**src/rtl/resv_pkg.sv**
```systemverilog
package resv_pkg;
    typedef enum logic [1:0] {
        OP_RSV_LOAD   = 2'd0,
        OP_COND_STORE = 2'd1,
        OP_PLAIN_STORE= 2'd2,
        OP_DROP_RSV   = 2'd3
    } resv_op_e;

    localparam logic [11:0] ALIGN_VECTOR = 12'h600;
    localparam logic [31:0] CR0_EQ_MASK  = 32'h2000_0000;
endpackage

```
**src/rtl/resv_align.sv**
```systemverilog
module resv_align #(
    parameter int LB = 3
) (
    input  logic [LB-1:0] low_i,
    input  logic [1:0]    size_i,
    output logic          misaligned_o
);
    logic [LB-1:0] bad;

    // bit i of the offset must be zero whenever the access spans more than 2**i bytes
    for (genvar i = 0; i < LB; i++) begin : g_bit
        assign bad[i] = low_i[i] && (int'(size_i) > i);
    end

    assign misaligned_o = |bad;
endmodule

```
**src/rtl/resv_lanes.sv**
```systemverilog
module resv_lanes #(
    parameter int DW = 64,
    parameter int LB = 3
) (
    input  logic [LB-1:0]   low_i,
    input  logic [1:0]      size_i,
    input  logic [DW-1:0]   data_i,
    output logic [DW/8-1:0] mask_o,
    output logic [DW-1:0]   data_o
);
    localparam int NB = DW / 8;

    logic [DW-1:0] shifted;
    int            nbytes;

    assign nbytes  = 1 << size_i;
    assign shifted = data_i << {low_i, 3'b000};

    for (genvar j = 0; j < NB; j++) begin : g_lane
        assign mask_o[j]          = (j >= int'(low_i)) && (j < int'(low_i) + nbytes);
        assign data_o[8*j +: 8]   = mask_o[j] ? shifted[8*j +: 8] : 8'h00;
    end
endmodule

```
**src/rtl/resv_track.sv**
```systemverilog
module resv_track #(
    parameter int GW = 29
) (
    input  logic          clk,
    input  logic          rst_n,
    input  logic          set_i,
    input  logic [GW-1:0] set_granule_i,
    input  logic          clear_i,
    output logic          valid_o,
    output logic [GW-1:0] granule_o
);
    typedef struct packed {
        logic          valid;
        logic [GW-1:0] granule;
    } track_t;

    track_t st_d, st_q;

    always_comb begin
        st_d = st_q;
        if (clear_i) begin
            st_d.valid = 1'b0;
        end
        if (set_i) begin
            st_d.valid   = 1'b1;
            st_d.granule = set_granule_i;
        end
    end

    always_ff @(posedge clk) begin
        if (!rst_n) begin
            st_q <= '0;
        end else begin
            st_q <= st_d;
        end
    end

    assign valid_o   = st_q.valid;
    assign granule_o = st_q.granule;
endmodule

```
**src/rtl/resv_unit.sv**
```systemverilog
module resv_unit #(
    parameter int AW = 32,
    parameter int DW = 64
) (
    input  logic                         clk,
    input  logic                         rst_n,
    input  logic                         req_valid,
    input  logic [1:0]                   req_op,
    input  logic [AW-1:0]                req_addr,
    input  logic [1:0]                   req_size,
    input  logic [DW-1:0]                req_data,
    output logic                         resp_valid,
    output logic                         wr_en,
    output logic [AW-$clog2(DW/8)-1:0]   wr_addr,
    output logic [DW/8-1:0]              wr_mask,
    output logic [DW-1:0]                wr_data,
    output logic                         cc_valid,
    output logic [31:0]                  cr0_image,
    output logic                         align_exc,
    output logic [11:0]                  exc_vec
);
    import resv_pkg::*;

    localparam int NB = DW / 8;
    localparam int LB = $clog2(NB);
    localparam int GW = AW - LB;

    typedef struct packed {
        logic          resp_valid;
        logic          wr_en;
        logic [GW-1:0] wr_addr;
        logic [NB-1:0] wr_mask;
        logic [DW-1:0] wr_data;
        logic          cc_valid;
        logic [31:0]   cr0_image;
        logic          align_exc;
        logic [11:0]   exc_vec;
    } resp_t;

    resp_t out_d, out_q;

    logic          misaligned;
    logic [NB-1:0] lane_mask;
    logic [DW-1:0] lane_data;
    logic          rsv_valid;
    logic [GW-1:0] rsv_granule;
    logic          rsv_set, rsv_clear;
    logic [GW-1:0] req_granule;
    logic          granule_hit;
    resv_op_e      op;

    assign op          = resv_op_e'(req_op);
    assign req_granule = req_addr[AW-1:LB];
    assign granule_hit = rsv_valid && (rsv_granule == req_granule);

    resv_align #(.LB(LB)) u_align (
        .low_i        (req_addr[LB-1:0]),
        .size_i       (req_size),
        .misaligned_o (misaligned)
    );

    resv_lanes #(.DW(DW), .LB(LB)) u_lanes (
        .low_i  (req_addr[LB-1:0]),
        .size_i (req_size),
        .data_i (req_data),
        .mask_o (lane_mask),
        .data_o (lane_data)
    );

    resv_track #(.GW(GW)) u_track (
        .clk           (clk),
        .rst_n         (rst_n),
        .set_i         (rsv_set),
        .set_granule_i (req_granule),
        .clear_i       (rsv_clear),
        .valid_o       (rsv_valid),
        .granule_o     (rsv_granule)
    );

    always_comb begin
        out_d     = '0;
        rsv_set   = 1'b0;
        rsv_clear = 1'b0;
        if (req_valid) begin
            out_d.resp_valid = 1'b1;
            unique case (op)
                OP_RSV_LOAD: begin
                    if (misaligned) begin
                        out_d.align_exc = 1'b1;
                        out_d.exc_vec   = ALIGN_VECTOR;
                    end else begin
                        rsv_set = 1'b1;
                    end
                end
                OP_COND_STORE: begin
                    if (misaligned) begin
                        out_d.align_exc = 1'b1;
                        out_d.exc_vec   = ALIGN_VECTOR;
                    end else begin
                        rsv_clear      = 1'b1;
                        out_d.cc_valid = 1'b1;
                        if (granule_hit) begin
                            out_d.wr_en     = 1'b1;
                            out_d.cr0_image = CR0_EQ_MASK;
                        end
                    end
                end
                OP_PLAIN_STORE: begin
                    out_d.wr_en = 1'b1;
                    rsv_clear   = granule_hit;
                end
                OP_DROP_RSV: begin
                    rsv_clear = 1'b1;
                end
                default: ;
            endcase
            if (out_d.wr_en) begin
                out_d.wr_addr = req_granule;
                out_d.wr_mask = lane_mask;
                out_d.wr_data = lane_data;
            end
        end
    end

    always_ff @(posedge clk) begin
        if (!rst_n) begin
            out_q <= '0;
        end else begin
            out_q <= out_d;
        end
    end

    assign resp_valid = out_q.resp_valid;
    assign wr_en      = out_q.wr_en;
    assign wr_addr    = out_q.wr_addr;
    assign wr_mask    = out_q.wr_mask;
    assign wr_data    = out_q.wr_data;
    assign cc_valid   = out_q.cc_valid;
    assign cr0_image  = out_q.cr0_image;
    assign align_exc  = out_q.align_exc;
    assign exc_vec    = out_q.exc_vec;
endmodule

```
**config.mk**
```make
export PLATFORM = sky130hd
export DESIGN_NAME = resv_unit
export DESIGN_NICKNAME = d
export VERILOG_FILES = /design/src/rtl/resv_pkg.sv /design/src/rtl/resv_align.sv /design/src/rtl/resv_lanes.sv /design/src/rtl/resv_track.sv /design/src/rtl/resv_unit.sv
export SDC_FILE = /design/constraint.sdc
export NUM_CORES = 1
export LEC_CHECK = 0
export ABC_AREA = 1
export BUFFER_PORTS_ARGS = -buffer_cell sky130_fd_sc_hd__clkbuf_2
export CAP_MARGIN = 25
export CORE_MARGIN = 3
export CORE_UTILIZATION = 25
export CTS_CLUSTER_SIZE = 8
export DETAILED_ROUTE_END_ITERATION = 8
export PLACE_DENSITY = 0.56
export SLEW_MARGIN = 20
export SYNTH_ARGS = -nofsm -noshare
export SYNTH_HDL_FRONTEND = slang
export SYNTH_SLANG_ARGS = --single-unit
```
**constraint.sdc**
```tcl
create_clock -name clk -period 2.3 [get_ports clk]
set_input_delay 0 -clock clk [delete_from_list [all_inputs] [get_ports clk]]
set_output_delay 0 -clock clk [all_outputs]
set_load 0.03 [all_outputs]
```
== Word level (Yosys, flattened, before mapping) ==
Index checks and enable logic that the tools add are counted.

* Bits in registers: 179
* Input bits: 103
* Output and inout bits: 149
* Logic and storage cells: 100

* Add/sub/neg operators: 1
* Magnitude comparators: 18
* Equal/unequal tests: 4
* Shifts and indexed selects: 2
* Mux-type cells: 26
* Bitwise gates (word level): 3
* Reductions and logical operators: 28

{| class="wikitable"
|+ Operators with widths
! operator !! number
|-
| 149-bit two-way mux || 1
|-
| 4-bit by 32-bit < comparator with 1-bit output (first input constant) || 4
|-
| 101-bit two-way mux || 1
|-
| 33-bit two-way mux || 2
|-
| 3-bit by 32-bit < comparator with 1-bit output (first input constant) || 2
|-
| 8-bit two-way mux || 8
|-
| 64-bit by 6-bit left shift with 64-bit output || 1
|-
| 30-bit two-way mux || 2
|-
| 4-bit by 32-bit adder with 32-bit output || 1
|-
| 1-bit by 32-bit < comparator with 1-bit output (first input constant) || 1
|-
| 2-bit by 32-bit < comparator with 1-bit output (first input constant) || 1
|-
| 4-bit AND reduction || 8
|-
| 1-bit by 2-bit left shift with 32-bit output (first input constant) || 1
|-
| 29-bit equality test || 1
|-
| 13-bit two-way mux || 2
|-
| 1-bit logical AND || 11
|-
| 3-bit greater-or-equal comparator (first input constant) || 3
|-
| 3-bit AND reduction || 3
|-
| 1-bit two-way mux || 8
|-
| 1-bit by 3-bit greater-or-equal comparator with 1-bit output (first input constant) || 2
|-
| 2-bit by 3-bit greater-or-equal comparator with 1-bit output (first input constant) || 2
|-
| 6-bit OR reduction || 1
|-
| 2-bit equality test (second input constant) || 2
|-
| 2-bit by 1-bit greater-than comparator with 1-bit output (second input constant) || 2
|-
| other kinds (10) || 12
|}

== Depth between registers and ports, before layout ==
* Depth after elaboration: 8
* Gate-level depth with buffers: 13
* Mapped depth without buffers: 13

== By module ==
A second synthesis with hierarchy kept.

* Cells, all modules: 1230
* Area total of the unflattened synthesis: 8126.5 sq um

{| class="wikitable"
|+ Modules (own cells, without submodules)
! module !! times used !! cells each !! area each (sq um) !! sequential area each (sq um)
|-
| resv_unit || 1 || 566 || 4728.3 || 2122.0
|-
| resv_lanes || 1 || 527 || 2289.7 || 0.0
|-
| resv_track || 1 || 131 || 1084.8 || 600.6
|-
| resv_align || 1 || 6 || 23.8 || 0.0
|}

== Worst setup path after synthesis ==
Ideal clock, no wire load.

* Kind: input to register
* From: in req_size[0]
* To: reg out_q (netlist bit wr_data[16])
* Library setup time: 0.124 ns
* Data arrival time: 1.583 ns
* Setup slack: 0.593 ns
* Stages: 11
* Cell sequence: nor2_1 -> ha_1 -> fa_1 -> or2_2 -> nand2_1 -> inv_1 -> nor2_1 -> nand2_1 -> nand3_1 -> nand3b_1 -> nor2_1

* Longest elaborated chain between the ends: 7
* Elaborated cells on any way between the ends: 15
* Classes of those cells: add/sub: 1; order compare: 4; shift: 1; mux: 3; reduce/logical: 6

{| class="wikitable"
|+ RTL lines
! item !! line !! source
|-
| from (decl) || resv_unit.sv:10 || <nowiki>input logic [1:0] req_size,</nowiki>
|-
| branches (longest 6 deep; another with 4-bit by 32-bit adder with 32-bit output) || - ||
|-
| 4-bit AND reduction (no line) (*) || - ||
|-
| to (signal assigned) || resv_unit.sv:129 || <nowiki>out_q <= out_d;</nowiki>
|-
| to (decl) || resv_unit.sv:40 || <nowiki>resp_t out_d, out_q;</nowiki>
|}

Every way passes the cells marked *. The select of a mux whose other input is x is not followed.
A chain may end at the register's enable or synchronous reset.

== Final worst setup path ==
* From: in req_size[1]
* To: reg out_q (netlist bit wr_data[16])

The elaborated chain is that of the path after synthesis.

==> summary.md <==
| Metric | Value |
|---|---|
| IO buf count | `210` |
| Num CTS Buffers | `17` |
| Fillers | `2842` |
| H-tree levels | `4` |
| Utilization after layout | `34.2%` |
| Main flop type after synthesis | `dfxtp_1` |
| HPWL Detailed | `18.7 mm` |
| Die X | `171 µm` |
| I/O pin total | `252` |
| CTS root buffer | `clkbuf_16` |
| Hold worst-path end | `wr_data[24]` |
| Clock sinks | `136` |
| Core footprint | `0.0264 mm²` |
| Vias/cell | `4.39` |
| Total global-route track usage | `16.6%` |
| Post-synthesis sequential area ratio | `40.2%` |
| First-pass GRT wire length | `36.8 mm` |
| Starting Density | `25.7%` |
| Ys Warns | `0` |
| Slowest stage cell, crit path | `dlygate4sd3_1` |
| R2R Path End | `wr_data[48]` |
| Clock-pin transition on the worst setup and hold timing paths | `70 ps` |
| Max stage delay on crit path | `530 ps` |
| Largest net degree at the start of global routing | `68` |
| Mapped Cells | `991` |
| Largest area contributor in the netlist | `dfxtp_1` |
| Tmin final | `2130 ps` |
| Num rows | `59` |
| Fin. Hold Viols | `0` |
| Startpoint types | `input port` |
| CP Class | `input port to flip-flop` |
| Post-synth cell types | `35` |
| Worst relative slew slack | `61.3%` |
| Worst Hold Class | `input port to flip-flop` |
| Synth-to-layout area growth | `33.1%` |
| Share of post-route cells with drive strength above 1 | `22.6%` |
| Post-Place Setup Slack | `129 ps` |
| Drt initial violations | `421` |
| Leakage power | `4.62 nW` |
| Nets | `1340` |
| FFs w/ async S/R, synth | `0%` |
| Die area | `0.0291 mm²` |
| Most frequent cell after synthesis | `nand2_1` |
| Clk buf depth | `2` |
| Die height | `171 µm` |
| Worst-case reg-to-reg path depth | `11` |
| Share of the synthesized area in the top cell type | `40.2%` |
| Flop2flop setup slack | `460 ps` |
| Hold Startpoint | `req_data[24]` |
| Crit-path max FO | `9` |
| Post-Synthesis Mean Instance Area | `6.84 µm²` |
| Final WL | `24.4 mm` |
| Worst hold stages | `5` |
| Skew-Pair Late Insertion Delay | `430 ps` |
| Critical Path Sink Type | `flip-flop` |
| Vias | `6920` |
| Setup Skew | `12.9 ps` |
| Avg WL per Cell | `15.5 µm` |
| Setup TNS | `0 ps` |
| RR Startpoint | `u_track.granule_o[8]` |
| CTS tree | `done` |
| Remaining antenna violation count | `0` |
| Final worst slack | `171 ps` |
| Status | `finished clean` |
| Worst slew pin tran | `580 ps` |
| Max cap viols | `0` |
| Top cells by count, synth | `nand2_1, dfxtp_1, inv_1` |
| Synth Register Bits | `136` |
| Arrival time worst endpoint | `2420 ps` |
| Max VDD drop | `0.000387 V` |
| Slew Limit Fails | `0` |
| TritonRoute pass-1 iters | `5` |
| Top post-synthesis cells by area | `dfxtp_1, nand2_1, inv_1` |
| Fmax | `0.470 GHz` |
| Post-synthesis instance area | `0.00678 mm²` |
| Initial antenna violation count | `3` |
| EDFF count, synth | `0` |
| Power per cell area | `666 mW/mm²` |
| Diodes inserted | `0` |
| Tcrit/Tclk final | `92.6%` |
| Remaining DRCs | `0` |
| Grt ovf | `0` |
| WP data required | `2590 ps` |
| Final setup vio count | `0` |
| Worst-path cell chain | `dlygate4sd3_1 -> clkbuf_2 -> nor2_1 -> ha_1 -> fa_1 -> or2_2 -> nand2_1 -> inv_1 -> nor2_4 -> nand2_1 -> nand3_1 -> nand3b_1 -> buf_12 -> nor2_1` |
| RSZ-0062 raised after global routing | `no` |
| Routability cong. | `0.889` |
| Vias in the first global route | `6654` |
-- worst max-delay path, delay by kind of cell --
kind                     cells  cell delay [ps]
AND/OR/NAND/NOR              8              890
adder cells (fa/ha/maj)      2              610
buffers and inverters        4              920
-- worst max path at each step --
stage / startpoint / to / slack (ps)
2_1_floorplan: req_size[0] / wr_data[16] / 590
4_1_cts: req_size[1] / wr_data[23] / 7
3_3_place_gp: req_size[1] / wr_mask[2] / 190
6_report: req_size[1] / wr_data[16] / 170
5_1_grt: req_size[1] / wr_data[16] / 10
3_5_place_dp: req_size[1] / wr_data[23] / 130
-- report_power, final --
| group | switching (mW) | leakage [nW] | internal (mW) |
|---|---|---|---|
| clock | 1.12 | 0.266 | 1.56 |
| combinational | 0.618 | 3.26 | 0.311 |
| sequential | 0.0145 | 1.10 | 2.39 |
| total | 1.76 | 4.62 | 4.26 |
-- cells by family after synthesis --
group / Yosys count / synth area share (%)
muxes: 17 / 2.51
xor gates and xnor gates: 2 / 0.258
buffers and inverters: 219 / 15.0
adders and majority gates: 9 / 1.77
AOI/OAI and AO/OA: 150 / 11.4
DFF: 136 / 40.2
other: 1 / 0.0553
and+or+nand+nor: 457 / 28.8
-- placed cells by master (no fill, tap or decap), types with 3 or more instances in the layout --
cell             n
clkbuf_16       17
buf_4            5
ha_1             8
a21oi_1         52
inv_1          132
clkinvlp_4       5
nand2_2          6
mux2i_1         17
conb_1          41
inv_6            4
a31oi_1          3
nand3_1         56
a21boi_0         3
dlygate4sd3_1   43
o21ai_0         88
buf_12           4
dfxtp_1        136
nand4_1          8
nand2_1        239
nor2_1         126
nor2_4          11
clkbuf_2       210
-- final cells by class --
cell class	count	area [µm²]	share of cell area, %
multi-input cells	676	3200	35.4
flip-flops and latches	136	2720	30.2
repair buffers	262	1600	17.7
inverters	135	513	5.68
clock buffers	20	457	5.06
well taps	335	419	4.64
clock inverters	12	116	1.29
-- per-layer routing --
layer / vias up / GRT usage, % / wire length, µm
li1: 3471 / - / -
met1: 3130 / 18.9 / 9690
met2: 292 / 29.4 / 12000
met3: 21 / 6.45 / 2430
met4: 6 / 3.70 / 232
met5: - / 0 / 36
-- state kept, by name (all words and copies together), names as in the netlist --
signal and flops:
resp_valid 1, u_track.valid_o 1, u_track.granule_o 29, cr0_image 1, wr_data 64, wr_addr 29
exc_vec 1, wr_en 1, cc_valid 1, wr_mask 8
-- metrics by stage --
stage	area [µm²]	power [mW]	std cells	hold WS [ps]
2_1_floorplan	6930	3.08	1031	112
3_3_place_gp	8000	3.32	1500	259
3_5_place_dp	8000	3.32	1500	258
4_1_cts	9000	6.08	1575	15.1
5_1_grt	9030	6.30	1576	52.0
6_report	9030	6.01	1576	22.0
-- repair_timing --
item                       CTS  global route
hold buffers                43             0
setup buffers                0             1
hold endpoints to repair    76             0
setup endpoints to repair    0            11
gates resized for setup      0             2
No activity file was read; power rests on OpenSTA's default activity.
